--- src/rtl/atapi_seq_pkg.sv ---
package atapi_seq_pkg;
  localparam logic [7:0] OPC_PACKET = 8'hA0;
  localparam logic [7:0] OPC_READ10 = 8'h28;

  localparam int SB_BSY  = 7;
  localparam int SB_DRDY = 6;
  localparam int SB_DF   = 5;
  localparam int SB_DRQ  = 3;
  localparam int SB_ERR  = 0;

  localparam logic [2:0] RA_CNT_LO   = 3'd4;
  localparam logic [2:0] RA_CNT_HI   = 3'd5;
  localparam logic [2:0] RA_CMD_STAT = 3'd7;

  localparam int PKT_WORDS = 6;
  localparam int PKT_BYTES = 2 * PKT_WORDS;

  typedef enum logic [2:0] {
    S_IDLE,
    S_CMDPKT,
    S_DECODE,
    S_SETUP,
    S_XFER
  } seq_state_t;

  typedef struct packed {
    logic [7:0]  opcode;
    logic [31:0] lba;
    logic [15:0] nblk;
  } rd10_cmd_t;
endpackage

--- src/rtl/atapi_pkt_collect.sv ---
module atapi_pkt_collect
  import atapi_seq_pkg::*;
(
  input  logic        clk,
  input  logic        rst_n,
  input  logic        clear,
  input  logic        push,
  input  logic [15:0] word,
  output logic        full,
  output rd10_cmd_t   cmd
);
  localparam int CNT_W = $clog2(PKT_WORDS + 1);

  logic [CNT_W-1:0] cnt_q;
  logic [15:0]      wq [PKT_WORDS];
  logic [7:0]       pb [PKT_BYTES];

  assign full = (cnt_q == CNT_W'(PKT_WORDS));

  always_ff @(posedge clk) begin
    if (!rst_n || clear) cnt_q <= '0;
    else if (push)       cnt_q <= cnt_q + 1'b1;
  end

  for (genvar g = 0; g < PKT_WORDS; g++) begin : g_slot
    always_ff @(posedge clk) begin
      if (!rst_n)                               wq[g] <= '0;
      else if (push && cnt_q == CNT_W'(g))      wq[g] <= word;
    end
  end

  always_comb begin
    for (int i = 0; i < PKT_WORDS; i++) begin
      pb[2*i]   = wq[i][7:0];
      pb[2*i+1] = wq[i][15:8];
    end
    cmd.opcode = pb[0];
    cmd.lba    = {pb[2], pb[3], pb[4], pb[5]};
    cmd.nblk   = {pb[7], pb[8]};
  end

  AST_PKT_NO_OVERFLOW: assert property (@(posedge clk) disable iff (!rst_n)
    push |-> !full);
endmodule

--- src/rtl/atapi_burst_ctr.sv ---
module atapi_burst_ctr #(
  parameter int BLK_WORDS = 1024,
  parameter int CNT_W     = 16
) (
  input  logic             clk,
  input  logic             rst_n,
  input  logic             load,
  input  logic [CNT_W-1:0] nblk,
  input  logic [15:0]      limit_bytes,
  input  logic             start,
  input  logic             pop,
  output logic [15:0]      next_bytes,
  output logic             burst_last,
  output logic             rem_last
);
  localparam int WIDX_W = $clog2(BLK_WORDS);
  localparam int REM_W  = CNT_W + WIDX_W;

  logic [REM_W-1:0] rem_q;
  logic [15:0]      burst_q;
  logic [15:0]      limit_words;
  logic [15:0]      next_words;

  assign limit_words = {1'b0, limit_bytes[15:1]};

  always_comb begin
    if ({{(REM_W-16){1'b0}}, limit_words} < rem_q) next_words = limit_words;
    else                                           next_words = rem_q[15:0];
  end

  assign next_bytes = {next_words[14:0], 1'b0};
  assign burst_last = (burst_q == 16'd1);
  assign rem_last   = (rem_q == REM_W'(1));

  always_ff @(posedge clk) begin
    if (!rst_n) begin
      rem_q   <= '0;
      burst_q <= '0;
    end else begin
      if (load)       rem_q <= {nblk, {WIDX_W{1'b0}}};
      else if (pop)   rem_q <= rem_q - 1'b1;
      if (start)      burst_q <= next_words;
      else if (pop)   burst_q <= burst_q - 1'b1;
    end
  end

  AST_BURST_LIMIT: assert property (@(posedge clk) disable iff (!rst_n)
    start |=> (burst_q != 16'd0) && (burst_q <= $past(limit_words)));
endmodule

--- src/rtl/atapi_blk_pattern.sv ---
module atapi_blk_pattern #(
  parameter int BLK_AW    = 2,
  parameter int BLK_WORDS = 1024
) (
  input  logic              clk,
  input  logic              rst_n,
  input  logic              load,
  input  logic [BLK_AW-1:0] blk_start,
  input  logic              advance,
  output logic [15:0]       word
);
  localparam int WIDX_W = $clog2(BLK_WORDS);
  localparam int PAD_W  = 16 - WIDX_W - BLK_AW;

  logic [BLK_AW-1:0] blk_q;
  logic [WIDX_W-1:0] widx_q;

  always_ff @(posedge clk) begin
    if (!rst_n) begin
      blk_q  <= '0;
      widx_q <= '0;
    end else if (load) begin
      blk_q  <= blk_start;
      widx_q <= '0;
    end else if (advance) begin
      widx_q <= widx_q + 1'b1;
      if (&widx_q) blk_q <= blk_q + 1'b1;
    end
  end

  assign word = {{PAD_W{1'b0}}, blk_q, widx_q};
endmodule

--- src/rtl/atapi_intr_ctl.sv ---
module atapi_intr_ctl (
  input  logic clk,
  input  logic rst_n,
  input  logic set,
  input  logic clr,
  output logic intrq
);
  always_ff @(posedge clk) begin
    if (!rst_n)   intrq <= 1'b0;
    else if (set) intrq <= 1'b1;
    else if (clr) intrq <= 1'b0;
  end

  AST_INTR_CLEARS: assert property (@(posedge clk) disable iff (!rst_n)
    (clr && !set) |=> !intrq);
endmodule

--- src/rtl/atapi_pio_seq.sv ---
module atapi_pio_seq
  import atapi_seq_pkg::*;
#(
  parameter int BLK_AW      = 2,
  parameter int BLOCK_BYTES = 2048
) (
  input  logic        clk,
  input  logic        rst_n,
  input  logic        reg_wr,
  input  logic        reg_rd,
  input  logic [2:0]  reg_addr,
  input  logic [7:0]  reg_wdata,
  output logic [7:0]  reg_rdata,
  input  logic        pkt_valid,
  output logic        pkt_ready,
  input  logic [15:0] pkt_data,
  output logic        dout_valid,
  input  logic        dout_ready,
  output logic [15:0] dout_data,
  output logic        intrq
);
  localparam int BLK_WORDS = BLOCK_BYTES / 2;

  seq_state_t state_q;
  logic [7:0]  cnt_lo_q, cnt_hi_q;
  logic [15:0] limit_q;
  logic        err_q;

  logic        pkt_full, pkt_push, pkt_accept;
  rd10_cmd_t   cmd;
  logic        cmd_bad, cmd_zero, cmd_go;
  logic [15:0] raw_limit, even_limit, next_bytes;
  logic        burst_last, rem_last, pop;
  logic        bsy, drq, intr_set, stat_rd;
  logic [7:0]  status;

  assign raw_limit  = {cnt_hi_q, cnt_lo_q};
  assign even_limit = (raw_limit < 16'd2) ? 16'd2 : {raw_limit[15:1], 1'b0};

  assign pkt_accept = reg_wr && (reg_addr == RA_CMD_STAT) &&
                      (state_q == S_IDLE) && (reg_wdata == OPC_PACKET);
  assign pkt_ready  = (state_q == S_CMDPKT) && !pkt_full;
  assign pkt_push   = pkt_valid && pkt_ready;

  assign cmd_bad  = (cmd.opcode != OPC_READ10);
  assign cmd_zero = (cmd.nblk == 16'd0);
  assign cmd_go   = (state_q == S_DECODE) && !cmd_bad && !cmd_zero;

  assign dout_valid = (state_q == S_XFER);
  assign pop        = dout_valid && dout_ready;

  atapi_pkt_collect u_pkt (
    .clk(clk), .rst_n(rst_n), .clear(pkt_accept), .push(pkt_push),
    .word(pkt_data), .full(pkt_full), .cmd(cmd)
  );

  atapi_burst_ctr #(.BLK_WORDS(BLK_WORDS), .CNT_W(16)) u_ctr (
    .clk(clk), .rst_n(rst_n), .load(cmd_go), .nblk(cmd.nblk),
    .limit_bytes(limit_q), .start(state_q == S_SETUP), .pop(pop),
    .next_bytes(next_bytes), .burst_last(burst_last), .rem_last(rem_last)
  );

  atapi_blk_pattern #(.BLK_AW(BLK_AW), .BLK_WORDS(BLK_WORDS)) u_store (
    .clk(clk), .rst_n(rst_n), .load(cmd_go), .blk_start(cmd.lba[BLK_AW-1:0]),
    .advance(pop), .word(dout_data)
  );

  assign intr_set = ((state_q == S_DECODE) && (cmd_bad || cmd_zero)) ||
                    (state_q == S_SETUP) ||
                    (pop && burst_last && rem_last);
  assign stat_rd  = reg_rd && (reg_addr == RA_CMD_STAT);

  atapi_intr_ctl u_intr (
    .clk(clk), .rst_n(rst_n), .set(intr_set), .clr(stat_rd), .intrq(intrq)
  );

  always_ff @(posedge clk) begin
    if (!rst_n) begin
      state_q  <= S_IDLE;
      cnt_lo_q <= '0;
      cnt_hi_q <= '0;
      limit_q  <= 16'd2;
      err_q    <= 1'b0;
    end else begin
      unique case (state_q)
        S_IDLE: begin
          if (reg_wr && reg_addr == RA_CNT_LO) cnt_lo_q <= reg_wdata;
          if (reg_wr && reg_addr == RA_CNT_HI) cnt_hi_q <= reg_wdata;
          if (pkt_accept) begin
            limit_q <= even_limit;
            err_q   <= 1'b0;
            state_q <= S_CMDPKT;
          end
        end
        S_CMDPKT: if (pkt_full) state_q <= S_DECODE;
        S_DECODE: begin
          if (cmd_bad) begin
            err_q   <= 1'b1;
            state_q <= S_IDLE;
          end else if (cmd_zero) begin
            state_q <= S_IDLE;
          end else begin
            state_q <= S_SETUP;
          end
        end
        S_SETUP: begin
          cnt_lo_q <= next_bytes[7:0];
          cnt_hi_q <= next_bytes[15:8];
          state_q  <= S_XFER;
        end
        S_XFER: if (pop && burst_last) state_q <= rem_last ? S_IDLE : S_SETUP;
        default: state_q <= S_IDLE;
      endcase
    end
  end

  assign bsy = ((state_q == S_CMDPKT) && pkt_full) ||
               (state_q == S_DECODE) || (state_q == S_SETUP);
  assign drq = pkt_ready || dout_valid;

  always_comb begin
    status          = '0;
    status[SB_BSY]  = bsy;
    status[SB_DRDY] = 1'b1;
    status[SB_DF]   = 1'b0;
    status[SB_DRQ]  = drq;
    status[SB_ERR]  = err_q;
  end

  always_comb begin
    unique case (reg_addr)
      RA_CNT_LO:   reg_rdata = cnt_lo_q;
      RA_CNT_HI:   reg_rdata = cnt_hi_q;
      RA_CMD_STAT: reg_rdata = status;
      default:     reg_rdata = 8'h00;
    endcase
  end

  AST_BSY_DRQ_EXCL: assert property (@(posedge clk) disable iff (!rst_n)
    !(bsy && drq));
  AST_DOUT_HOLD: assert property (@(posedge clk) disable iff (!rst_n)
    (dout_valid && !dout_ready) |=> (dout_valid && $stable(dout_data)));
  AST_ERR_NO_DRQ: assert property (@(posedge clk) disable iff (!rst_n)
    err_q |-> !drq);
  AST_LIMIT_EVEN: assert property (@(posedge clk) disable iff (!rst_n)
    (limit_q[0] == 1'b0) && (limit_q != 16'd0));
endmodule

--- config.mk ---
export PLATFORM = sky130hd
export DESIGN_NAME = atapi_pio_seq
export DESIGN_NICKNAME = d
export VERILOG_FILES = /design/src/rtl/atapi_seq_pkg.sv /design/src/rtl/atapi_pkt_collect.sv /design/src/rtl/atapi_burst_ctr.sv /design/src/rtl/atapi_blk_pattern.sv /design/src/rtl/atapi_intr_ctl.sv /design/src/rtl/atapi_pio_seq.sv
export SDC_FILE = /design/constraint.sdc
export NUM_CORES = 1
export LEC_CHECK = 0
export BUFFER_PORTS_ARGS = -buffer_cell sky130_fd_sc_hd__buf_4
export CAP_MARGIN = 20
export CORE_UTILIZATION = 60
export CTS_CLUSTER_SIZE = 20
export DETAILED_ROUTE_END_ITERATION = 8
export PLACE_DENSITY = 0.86
export SLEW_MARGIN = 20
export SYNTH_ARGS = -nofsm -noshare
export SYNTH_HDL_FRONTEND = slang
export SYNTH_SLANG_ARGS = --single-unit
--- constraint.sdc ---
create_clock -name clk -period 3.19 [get_ports clk]
set_clock_uncertainty 0.05 [all_clocks]
set_input_delay 0.4785 -clock clk [delete_from_list [all_inputs] [get_ports clk]]
set_output_delay 0.4785 -clock clk [all_outputs]
set_load 0.01 [all_outputs]
==> flow_metrics.env <==
export IMPL_slew_headroom=0.478
export IMPL_final_min_clock_period_ns=2.82
export IMPL_synth_seq_area_share=0.405
export IMPL_cts_root_buf="clkbuf_8"
export IMPL_cts_path_max_buffers=2
export IMPL_finalPower_mw=3.62
export IMPL_worstPathCellList="inv_1 -> ha_1 -> a21oi_1 -> o21ai_0 -> a211o_1 -> nand2_1 -> a221o_1"
export IMPL_grt_pass1_vias=5769
export IMPL_drive_above_1_share=0.147
export IMPL_wl_um=17600
export IMPL_setup_viol=0
export IMPL_finalNetCount=834
export IMPL_synth_mux_area_frac=0.0307
export IMPL_final_core_util=0.729
export IMPL_grt_pass1_wl_um=28800
export IMPL_grt_max_degree=54
export IMPL_cts_inserted_buffers=17
export IMPL_area_growth_pct=16.4
export IMPL_sw_frac_of_total=0.204
export IMPL_power_share_combinational=0.032
export IMPL_ctsHoldBuffers=0
export IMPL_ios=60
export IMPL_yosys_warnings=0
export IMPL_syn_inst=738
export IMPL_ant_nets=0
export IMPL_core_sq_um=10400
export IMPL_path_max_fanout=16
export IMPL_track_usage=0.330
export IMPL_cellPowerDensity_nw_per_um2=477
export IMPL_post_cts_repair_setup_buffers=0
export IMPL_fin_setup_tns_ns=0
export IMPL_clock_power_share=0.535
export IMPL_p_sw_uw=738
export IMPL_via_per_inst=6.45
export IMPL_synth_seq_cells=119
export IMPL_p_int_mw=2.88
export IMPL_ir_worst_vdd_v=0.000460
export IMPL_cts_sinks=119
export IMPL_netlist_area_sq_um=6520
export IMPL_cpPeakStageDelay_ns=0.55
export IMPL_slew_violations=0
export IMPL_fmax_mhz=355
export IMPL_cts_tree="yes"
export IMPL_cp_arrival_ns=3.18
export IMPL_finalHoldViolations=0
export IMPL_worstSetupPathType="reg -> reg"
export IMPL_drt_initial_drc_count=462
export IMPL_htreeDepth=4
export IMPL_dieArea_sq_um=11300
export IMPL_cp_required_ns=3.56
export IMPL_rsz0062_at_grt="no"
export IMPL_cap_violations=0
export IMPL_slowest_stage="a211o_1"
export IMPL_worstSkewPairLatency_ns=0.53
export IMPL_synth_area_per_cell_sq_um=8.84
export IMPL_synthArstFlopShare=0
export IMPL_placementRows=37
export IMPL_hold_class="in -> reg"
export IMPL_wl_per_cell_um=19.0
export IMPL_synth_cell_types=64
export IMPL_gp_congestion=1.04
export IMPL_drt_pre_antenna_iters=6
export IMPL_synth_top_family_by_area="simple AND/OR/NAND/NOR gates"
export IMPL_antenna_found_initial=0
export IMPL_period_share=0.883
export IMPL_tightest_slew_ns=0.783
export IMPL_setup_ws_ns=0.374
export IMPL_portBuffers=55
export IMPL_clk_pin_slew_ns=0.06
export IMPL_dp_slack_ns=0.466
export IMPL_num_vias=5982
export IMPL_leakagePower_nw=3.11
export IMPL_die_h_um=106
export IMPL_yosys_most_used_dff="dfxtp_1"
export IMPL_synth_compound_area_share=0.166
export IMPL_cts_resized=0
export IMPL_initial_core_util=0.626
export IMPL_start_kind="register"
export IMPL_outcome="finished, final reports clean"
export IMPL_synth_xor_area_frac=0.0497
export IMPL_dp_hpwl_um=12500
export IMPL_synth_edf_count=26
export IMPL_diodes=0
export IMPL_drc_errors=0
export IMPL_synthAdderAreaFrac=0.0441
export IMPL_power_frac_seq=0.433
export IMPL_yosys_area_share_simple=0.255
export IMPL_overflow=0
export IMPL_crit_path_end_kind="register"
export IMPL_die_x_um=106
-- cell usage in the layout, fill, tap and decap left out, types with 23 or more instances in the layout --
cell type	count
nand3_1	34
inv_1	25
nor3_1	43
xnor2_1	26
nor2_1	49
ha_1	23
and2_1	32
o21ai_0	49
dfxtp_1	93
edfxtp_1	26
nand2_1	54
buf_4	68
-- cells by family (layout without fill, tap and decap cells) --
group	after synthesis	in the layout
xor+xnor	37	37
buf+inv	75	125
other cells	1	4
compound gates	158	158
flops	119	119
simple gates	306	306
fa+ha+maj	23	23
mux	19	19
-- metal layers --
| layer | share of wire | vias to the layer above | global-route usage |
|---|---|---|---|
| met5 | 0 | - | 0 |
| met3 | 0.087 | 70 | 0.0779 |
| met1 | 0.38 | 2843 | 0.395 |
| met4 | 0.045 | 0 | 0.199 |
| met2 | 0.49 | 305 | 0.538 |
| li1 | - | 2764 | - |
-- registers in the layout, summed over array words and instances, names as in the netlist --
name	cells
cnt_lo_q	8
u_intr.intrq	1
u_ctr.burst_q	16
u_pkt.wq	26
state_q	3
cnt_hi_q	8
u_ctr.rem_q	26
u_store.widx_q	10
limit_q	15
err_q	1
u_pkt.cnt_q	3
u_store.blk_q	2
-- worst max-delay path, delay by kind of cell (launching register included) --
kind / cells / cell delay (ns)
AO/OA/AOI/OAI: 4 / 1.34
adder cells (fa/ha/maj): 1 / 0.31
buffers and inverters: 1 / 0.18
AND/OR/NAND/NOR: 1 / 0.36
flip-flops: 1 / 0.46
-- per-stage QoR --
step	instance area, sq um	instances	hold slack, ns
4_1_cts	7590	927	0.149
6_report	7590	927	0.165
3_5_place_dp	6990	895	0.435
2_1_floorplan	6530	741	0.400
3_3_place_gp	6990	895	0.430
5_1_grt	7590	927	0.155
-- synth_stat cells, types with 3 or more instances --
library cell,number,area (sq um)
a22o_1,10,87.6
clkbuf_1,31,116
nor2b_1,9,56.3
o21ai_0,49,245
and4_1,3,26.3
a211oi_1,9,67.6
xnor2_1,26,228
a21oi_1,19,95.1
ha_1,23,288
nand3b_1,3,22.5
buf_2,9,45.0
inv_1,25,93.8
or3_1,4,25.0
nor2_1,49,184
nor3b_1,3,22.5
nand3_1,34,170
o211a_1,5,50.1
and3_1,15,93.8
mux2i_1,11,110
a21o_1,4,30.0
nor3_2,3,30.0
a221o_1,10,100
nand4_1,12,75.1
mux2_2,8,90.1
xor2_1,11,96.3
edfxtp_1,26,781
nor4_1,19,119
nand2_1,54,203
a21boi_0,13,97.6
dfxtp_1,93,1860
buf_4,6,45.0
nand2b_1,6,37.5
and2_1,32,200
o211ai_1,7,52.6
o21a_1,5,37.5
a31oi_1,11,68.8
nor3_1,43,215
-- final timing paths --
kind | slack (ns) | from | to | depth (start not counted)
max | 0.37 | u_ctr.rem_q[1] | cnt_hi_q[6] | 7
max reg2reg | 0.37 | u_ctr.rem_q[1] | cnt_hi_q[6] | 7
min reg2reg | 0.44 | u_ctr.rem_q[23] | u_ctr.rem_q[23] | 2
min | 0.17 | reg_wdata[0] | cnt_lo_q[0] | 3
-- power by group through the flow --
| stage | combinational [mW] | sequential, mW | clock (mW) |
|---|---|---|---|
| 6_report | 0.116 | 1.57 | 1.94 |
| 5_1_grt | 0.126 | 1.57 | 2.03 |
| 4_1_cts | 0.115 | 1.57 | 1.95 |
| 3_5_place_dp | 0.114 | 1.60 | 0 |
| 3_3_place_gp | 0.111 | 1.60 | 0 |
| 2_1_floorplan | 0.0637 | 1.59 | 0 |
-- layout make-up --
class	instances	area, sq um
well taps	136	170
inverters	25	93.8
multi-input cells	547	3570
clock buffers	25	485
flip-flops and latches	119	2640
repair buffers	68	510
clock inverters	7	116
fillers	789	2820
(Power assumes the default switching activity.)
